--- src/rtl/intr_collect_pkg.sv ---
package intr_collect_pkg;
  typedef enum logic [1:0] {
    SEL_STATUS = 2'd0,
    SEL_MASK   = 2'd1,
    SEL_CLKSEL = 2'd2,
    SEL_SPARE  = 2'd3
  } reg_sel_e;
endpackage

--- src/rtl/intr_collect_port.sv ---
module intr_collect_port
  import intr_collect_pkg::*;
#(
  parameter int NUM_SRC    = 10,
  parameter int DATA_W     = 16,
  parameter int GLOBAL_BIT = 15
) (
  input  logic               clk,
  input  logic               rst_n,
  input  logic               req_valid,
  output logic               req_ready,
  input  logic               req_write,
  input  logic [1:0]         req_addr,
  input  logic [DATA_W-1:0]  req_wdata,
  output logic               rsp_valid,
  input  logic               rsp_ready,
  output logic [DATA_W-1:0]  rsp_data,
  input  logic [NUM_SRC-1:0] status,
  output logic [NUM_SRC-1:0] src_en,
  output logic               glob_en,
  output logic               run,
  output logic [NUM_SRC-1:0] ack_bits,
  output logic               status_wr
);
  logic               take, wr_take, rd_take;
  reg_sel_e           sel;
  logic [DATA_W-1:0]  rd_val;
  logic [NUM_SRC-1:0] en_q;
  logic               glob_q, run_q, rv_q;
  logic [DATA_W-1:0]  rd_q;

  assign sel       = reg_sel_e'(req_addr);
  assign req_ready = ~rv_q | rsp_ready;
  assign take      = req_valid & req_ready;
  assign wr_take   = take & req_write;
  assign rd_take   = take & ~req_write;
  assign status_wr = wr_take & (sel == SEL_STATUS) & run_q;
  assign ack_bits  = status_wr ? req_wdata[NUM_SRC-1:0] : '0;

  always_comb begin
    rd_val = '0;
    unique case (sel)
      SEL_STATUS: if (run_q) rd_val[NUM_SRC-1:0] = status;
      SEL_MASK: if (run_q) begin
        rd_val[NUM_SRC-1:0] = en_q;
        rd_val[GLOBAL_BIT]  = glob_q;
      end
      SEL_CLKSEL: rd_val[0] = run_q;
      default: rd_val = '0;
    endcase
  end

  always_ff @(posedge clk or negedge rst_n) begin
    if (!rst_n) begin
      en_q   <= '0;
      glob_q <= 1'b0;
      run_q  <= 1'b0;
    end else begin
      if (wr_take && sel == SEL_MASK && run_q) begin
        en_q   <= req_wdata[NUM_SRC-1:0];
        glob_q <= req_wdata[GLOBAL_BIT];
      end
      if (wr_take && sel == SEL_CLKSEL) run_q <= req_wdata[0];
    end
  end

  always_ff @(posedge clk or negedge rst_n) begin
    if (!rst_n) begin
      rv_q <= 1'b0;
      rd_q <= '0;
    end else if (rd_take) begin
      rv_q <= 1'b1;
      rd_q <= rd_val;
    end else if (rsp_ready) begin
      rv_q <= 1'b0;
    end
  end

  assign src_en    = en_q;
  assign glob_en   = glob_q;
  assign run       = run_q;
  assign rsp_valid = rv_q;
  assign rsp_data  = rd_q;

  AST_RSP_HOLD: assert property (@(posedge clk) disable iff (!rst_n)
    (rv_q && !rsp_ready) |=> (rv_q && $stable(rd_q)));
  AST_NO_ACCEPT_BLOCKED: assert property (@(posedge clk) disable iff (!rst_n)
    (rv_q && !rsp_ready) |-> !req_ready);
endmodule

--- src/rtl/intr_collect_pend.sv ---
module intr_collect_pend #(
  parameter int NUM_BANKS  = 4,
  parameter int NUM_PERIPH = 6,
  localparam int NUM_SRC   = NUM_BANKS + NUM_PERIPH
) (
  input  logic                  clk,
  input  logic                  rst_n,
  input  logic                  run,
  input  logic [NUM_BANKS-1:0]  bank_irq,
  input  logic [NUM_PERIPH-1:0] periph_pulse,
  input  logic [NUM_SRC-1:0]    ack_bits,
  output logic [NUM_SRC-1:0]    status
);
  logic [NUM_PERIPH-1:0] held;

  for (genvar i = 0; i < NUM_PERIPH; i++) begin : g_src
    logic bit_q;
    always_ff @(posedge clk or negedge rst_n) begin
      if (!rst_n)   bit_q <= 1'b0;
      else if (run) bit_q <= periph_pulse[i] | (bit_q & ~ack_bits[NUM_BANKS+i]);
    end
    assign held[i] = bit_q;
  end

  assign status = {held, bank_irq};

  AST_FROZEN_OFF: assert property (@(posedge clk) disable iff (!rst_n)
    !run |=> $stable(held));
  AST_EVENT_WINS: assert property (@(posedge clk) disable iff (!rst_n)
    run |=> ((held & $past(periph_pulse)) == $past(periph_pulse)));
endmodule

--- src/rtl/intr_collect_out.sv ---
module intr_collect_out #(
  parameter int NUM_SRC = 10
) (
  input  logic               clk,
  input  logic               rst_n,
  input  logic               run,
  input  logic               glob_en,
  input  logic [NUM_SRC-1:0] src_en,
  input  logic [NUM_SRC-1:0] status,
  input  logic               rearm,
  output logic               irq
);
  logic irq_q;

  always_ff @(posedge clk or negedge rst_n) begin
    if (!rst_n) irq_q <= 1'b0;
    else        irq_q <= run & glob_en & (|(status & src_en)) & ~rearm;
  end

  assign irq = irq_q;

  AST_REARM_DROP: assert property (@(posedge clk) disable iff (!rst_n)
    rearm |=> !irq_q);
  AST_OFF_QUIET: assert property (@(posedge clk) disable iff (!rst_n)
    !run |=> !irq_q);
endmodule

--- src/rtl/intr_collect.sv ---
module intr_collect #(
  parameter int NUM_BANKS  = 4,
  parameter int NUM_PERIPH = 6,
  parameter int DATA_W     = 16,
  parameter int GLOBAL_BIT = 15
) (
  input  logic                  clk,
  input  logic                  rst_n,
  input  logic [NUM_BANKS-1:0]  bank_irq,
  input  logic [NUM_PERIPH-1:0] periph_pulse,
  input  logic                  req_valid,
  output logic                  req_ready,
  input  logic                  req_write,
  input  logic [1:0]            req_addr,
  input  logic [DATA_W-1:0]     req_wdata,
  output logic                  rsp_valid,
  input  logic                  rsp_ready,
  output logic [DATA_W-1:0]     rsp_data,
  output logic                  irq
);
  localparam int NUM_SRC = NUM_BANKS + NUM_PERIPH;

  logic [NUM_SRC-1:0] status, src_en, ack_bits;
  logic               glob_en, run, status_wr;

  intr_collect_port #(
    .NUM_SRC(NUM_SRC), .DATA_W(DATA_W), .GLOBAL_BIT(GLOBAL_BIT)
  ) u_port (
    .clk(clk), .rst_n(rst_n),
    .req_valid(req_valid), .req_ready(req_ready), .req_write(req_write),
    .req_addr(req_addr), .req_wdata(req_wdata),
    .rsp_valid(rsp_valid), .rsp_ready(rsp_ready), .rsp_data(rsp_data),
    .status(status), .src_en(src_en), .glob_en(glob_en), .run(run),
    .ack_bits(ack_bits), .status_wr(status_wr)
  );

  intr_collect_pend #(
    .NUM_BANKS(NUM_BANKS), .NUM_PERIPH(NUM_PERIPH)
  ) u_pend (
    .clk(clk), .rst_n(rst_n), .run(run),
    .bank_irq(bank_irq), .periph_pulse(periph_pulse),
    .ack_bits(ack_bits), .status(status)
  );

  intr_collect_out #(
    .NUM_SRC(NUM_SRC)
  ) u_out (
    .clk(clk), .rst_n(rst_n), .run(run), .glob_en(glob_en),
    .src_en(src_en), .status(status), .rearm(status_wr), .irq(irq)
  );
endmodule

--- config.mk ---
export PLATFORM = sky130hd
export DESIGN_NAME = intr_collect
export DESIGN_NICKNAME = d
export VERILOG_FILES = /design/src/rtl/intr_collect_pkg.sv /design/src/rtl/intr_collect_port.sv /design/src/rtl/intr_collect_pend.sv /design/src/rtl/intr_collect_out.sv /design/src/rtl/intr_collect.sv
export SDC_FILE = /design/constraint.sdc
export NUM_CORES = 1
export LEC_CHECK = 0
export ABC_AREA = 1
export BUFFER_PORTS_ARGS = -buffer_cell sky130_fd_sc_hd__clkbuf_2
export CORE_MARGIN = 3
export CORE_UTILIZATION = 35
export DETAILED_ROUTE_END_ITERATION = 10
export GPL_TIMING_DRIVEN = 0
export PLACE_DENSITY_LB_ADDON = 0.15
export SETUP_SLACK_MARGIN = 0.1
export SLEW_MARGIN = 20
export SYNTH_ARGS = -nofsm -noshare
export SYNTH_HDL_FRONTEND = slang
export SYNTH_SLANG_ARGS = --single-unit
--- constraint.sdc ---
create_clock -name clk -period 1.3 [get_ports clk]
set_input_delay 0.13 -clock clk [delete_from_list [all_inputs] [get_ports clk]]
set_output_delay 0.13 -clock clk [all_outputs]
set_load 0.1 [all_outputs]
==> results.yml <==
outcome:
  outcome: "finished clean"
yosys:
  syn-mean-instance-area_um2: 7.68
  synth_cells: 198
  synth-seq-cells: 31
  netlist_area_um2: 1520
  yosysWarnings: 0
  ys_seq_area_frac: 0.510
  ys_types: 20
timing:
  max_freq_mhz: 810
  finalMaxSlewViolations: 0
  skew_ns: 0.00454
  hold_viol_final: 0
  maxSlewHeadroom: 0.527
  grt_setup_unrepaired: "true"
  setup_viol: 0
  fin_crit_ns: 1.24
  worstMarginPinSlew_ns: 0.709
  holdWs_ns: 0.0413
  min_period_over_period: 0.950
run:
  drv_cap: 0
setup_path:
  worstPathRequired_ns: 1.17
  critPathCaptureType: "output port"
  rr_endpoint: "u_port.src_en[8]"
  crit_type: "reg2out"
  reg2reg_from: "u_port.rsp_valid"
  rr_worst_depth: 5
  worst_setup_path_start_kind: "flop"
  cp_max_fo: 5
  r2r_slack_ns: 0.06
  arrival_ns: 1.11
global_routing:
  grt_pass1_wl_um: 5480
  grt_max_degree: 32
  grt_usage: 0.140
  antenna_found_initial: 0
  grt_pass1_vias: 1239
  overflow: 0
floorplanning:
  die_h_um: 71.9
  fp.coreArea_um2: 4090
  die_area_um2: 5170
  die_w_um: 71.9
  io_pins: 52
  core.rowCount: 23
  initial_core_util: 0.372
clock_network:
  cts_buffer_depth: 2
  numCtsBuffers: 5
  path_clk_slew_ns: 0.07
  cts_max_level: 2
  cts_tree: "yes"
  ctsRootBufferMaster: "clkbuf_8"
  clkLatencyLatePin_ns: 0.28
  cts_sinks: 31
layout:
  syn2layout_area_growth_pct: 36.1
  fin_area_um2: 2070
  fillerInstances: 421
  num_antenna_cells: 0
  final_util: 0.506
  nets: 290
  drive_above_1_share: 0.298
pwr:
  irDropWorstVdd_v: 0.000472
  p_per_area_nw_per_um2: 1640
  power.total_mw: 3.40
  p_leak_nw: 1.14
place:
  dp_hpwl_um: 2580
  io_buffers: 41
  dpl_cell_area_um2: 1840
  globalplace.congestion: 0.713
min_path:
  hold_end: "u_pend.g_src[1].bit_q"
  holdPathStages: 3
  hp-start: "periph_pulse[1]"
  min_path_type: "in2reg"
drt:
  firstDrtPassIters: 4
  wire_per_inst_um: 11.0
  drt-initial-drc-count: 35
  ant_nets: 0
  via_count: 1362
  wl_um: 3400
  via_per_inst: 4.42
  drc: 0
-- critical path: stages, from the launching register on --
cell      delay, ns
dfrtp_4        0.50
nand2_8        0.08
clkbuf_8       0.24
-- Yosys cell counts (all sizes together) --
library cell,instances,area (µm²)
nor2,10,63.8
nand4,1,6.26
conb,1,3.75
inv,16,60.1
nand3,5,30.0
dfrtp,31,776
nand2,100,385
nand3b,1,7.51
o21ai,24,120
buf,9,67.6
-- area by class of cell --
cell class | instances | area [µm²] | area share
sequential | 31 | 781 | 0.377
multi-input combinational | 146 | 671 | 0.324
timing repair buffer | 48 | 302 | 0.146
clock buffer | 6 | 82.6 | 0.0399
buffer | 9 | 73.8 | 0.0357
inverter | 16 | 62.6 | 0.0302
tap | 50 | 62.6 | 0.0302
clock inverter | 2 | 35.0 | 0.0169
-- stage by stage --
step | setup slack (ns) | std cells | setup TNS [ns]
global placement | 0.0247 | 293 | 0
detailed placement | 0.0144 | 293 | 0
finish | 0.0650 | 308 | 0
global route | 0.000378 | 308 | 0
CTS | 0.0112 | 305 | 0
floorplan | -0.181 | 202 | -4.07
-- routing by layer --
metal,track usage,wire (µm),vias up
met2,0.211,1600,39
met3,0.0512,230,4
met5,0,0,-
li1,-,-,721
met1,0.183,1530,598
met4,0.0564,37,0
-- cells by family (layout without fill, tap and decap cells) --
| family | after synthesis | after routing | share of synthesized area |
|---|---|---|---|
| compound gates | 24 | 24 | 0.0790 |
| simple gates | 117 | 117 | 0.324 |
| other cells | 1 | 5 | 0.00247 |
| flops | 31 | 31 | 0.510 |
| buf+inv | 25 | 81 | 0.0839 |
-- power breakdown --
part	internal [mW]	total, mW	leakage (nW)	switching, mW
Clock	0.620	0.983	0.0612	0.364
Combinational	0.288	1.11	0.710	0.822
Sequential	1.18	1.30	0.369	0.126
-- registers in the layout, indices dropped and copies added (netlist names) --
| name | cells |
|---|---|
| u_port.run | 1 |
| u_pend.g_src.bit_q | 6 |
| u_port.src_en | 10 |
| u_port.glob_en | 1 |
| u_port.rsp_data | 11 |
| u_port.rsp_valid | 1 |
| u_out.irq | 1 |
-- how the worst max path moves through the flow --
stage               slack (ns)        startpoint                     to
detailed placement        0.01  u_port.rsp_valid  u_pend.g_src[1].bit_q
global placement          0.02  u_port.rsp_valid  u_pend.g_src[4].bit_q
floorplan                -0.18  u_port.rsp_valid       u_port.src_en[1]
global route            0.0004  u_port.rsp_valid       u_port.src_en[0]
CTS                       0.01  u_port.rsp_valid       u_port.src_en[7]
finish                    0.06  u_port.rsp_valid              req_ready
-- cell usage in the layout (no fill, tap or decap), types with 2 or more instances in the layout --
cell | synthesis | layout
dfrtp_1 | 31 | 29
nand2_1 | 98 | 96
clkbuf_4 | 0 | 13
inv_1 | 15 | 14
clkbuf_8 | 0 | 7
conb_1 | 1 | 5
o21ai_0 | 23 | 15
buf_2 | 3 | 3
buf_4 | 5 | 11
nand3_1 | 4 | 4
nor2_1 | 7 | 6
o21ai_1 | 1 | 9
clkbuf_2 | 0 | 26
nand2_2 | 1 | 2
nor2_4 | 1 | 3
-- timing repair --
action | CTS | global route
pin swaps | 1 | 3
buffers inserted | 3 | 3
gates resized for setup | 18 | 11
hold endpoints to repair | 31 | 0
hold buffers | 1 | 0
endpoints found under the setup margin | 31 | 29
Note: power is estimated with default switching activity, not from simulation.
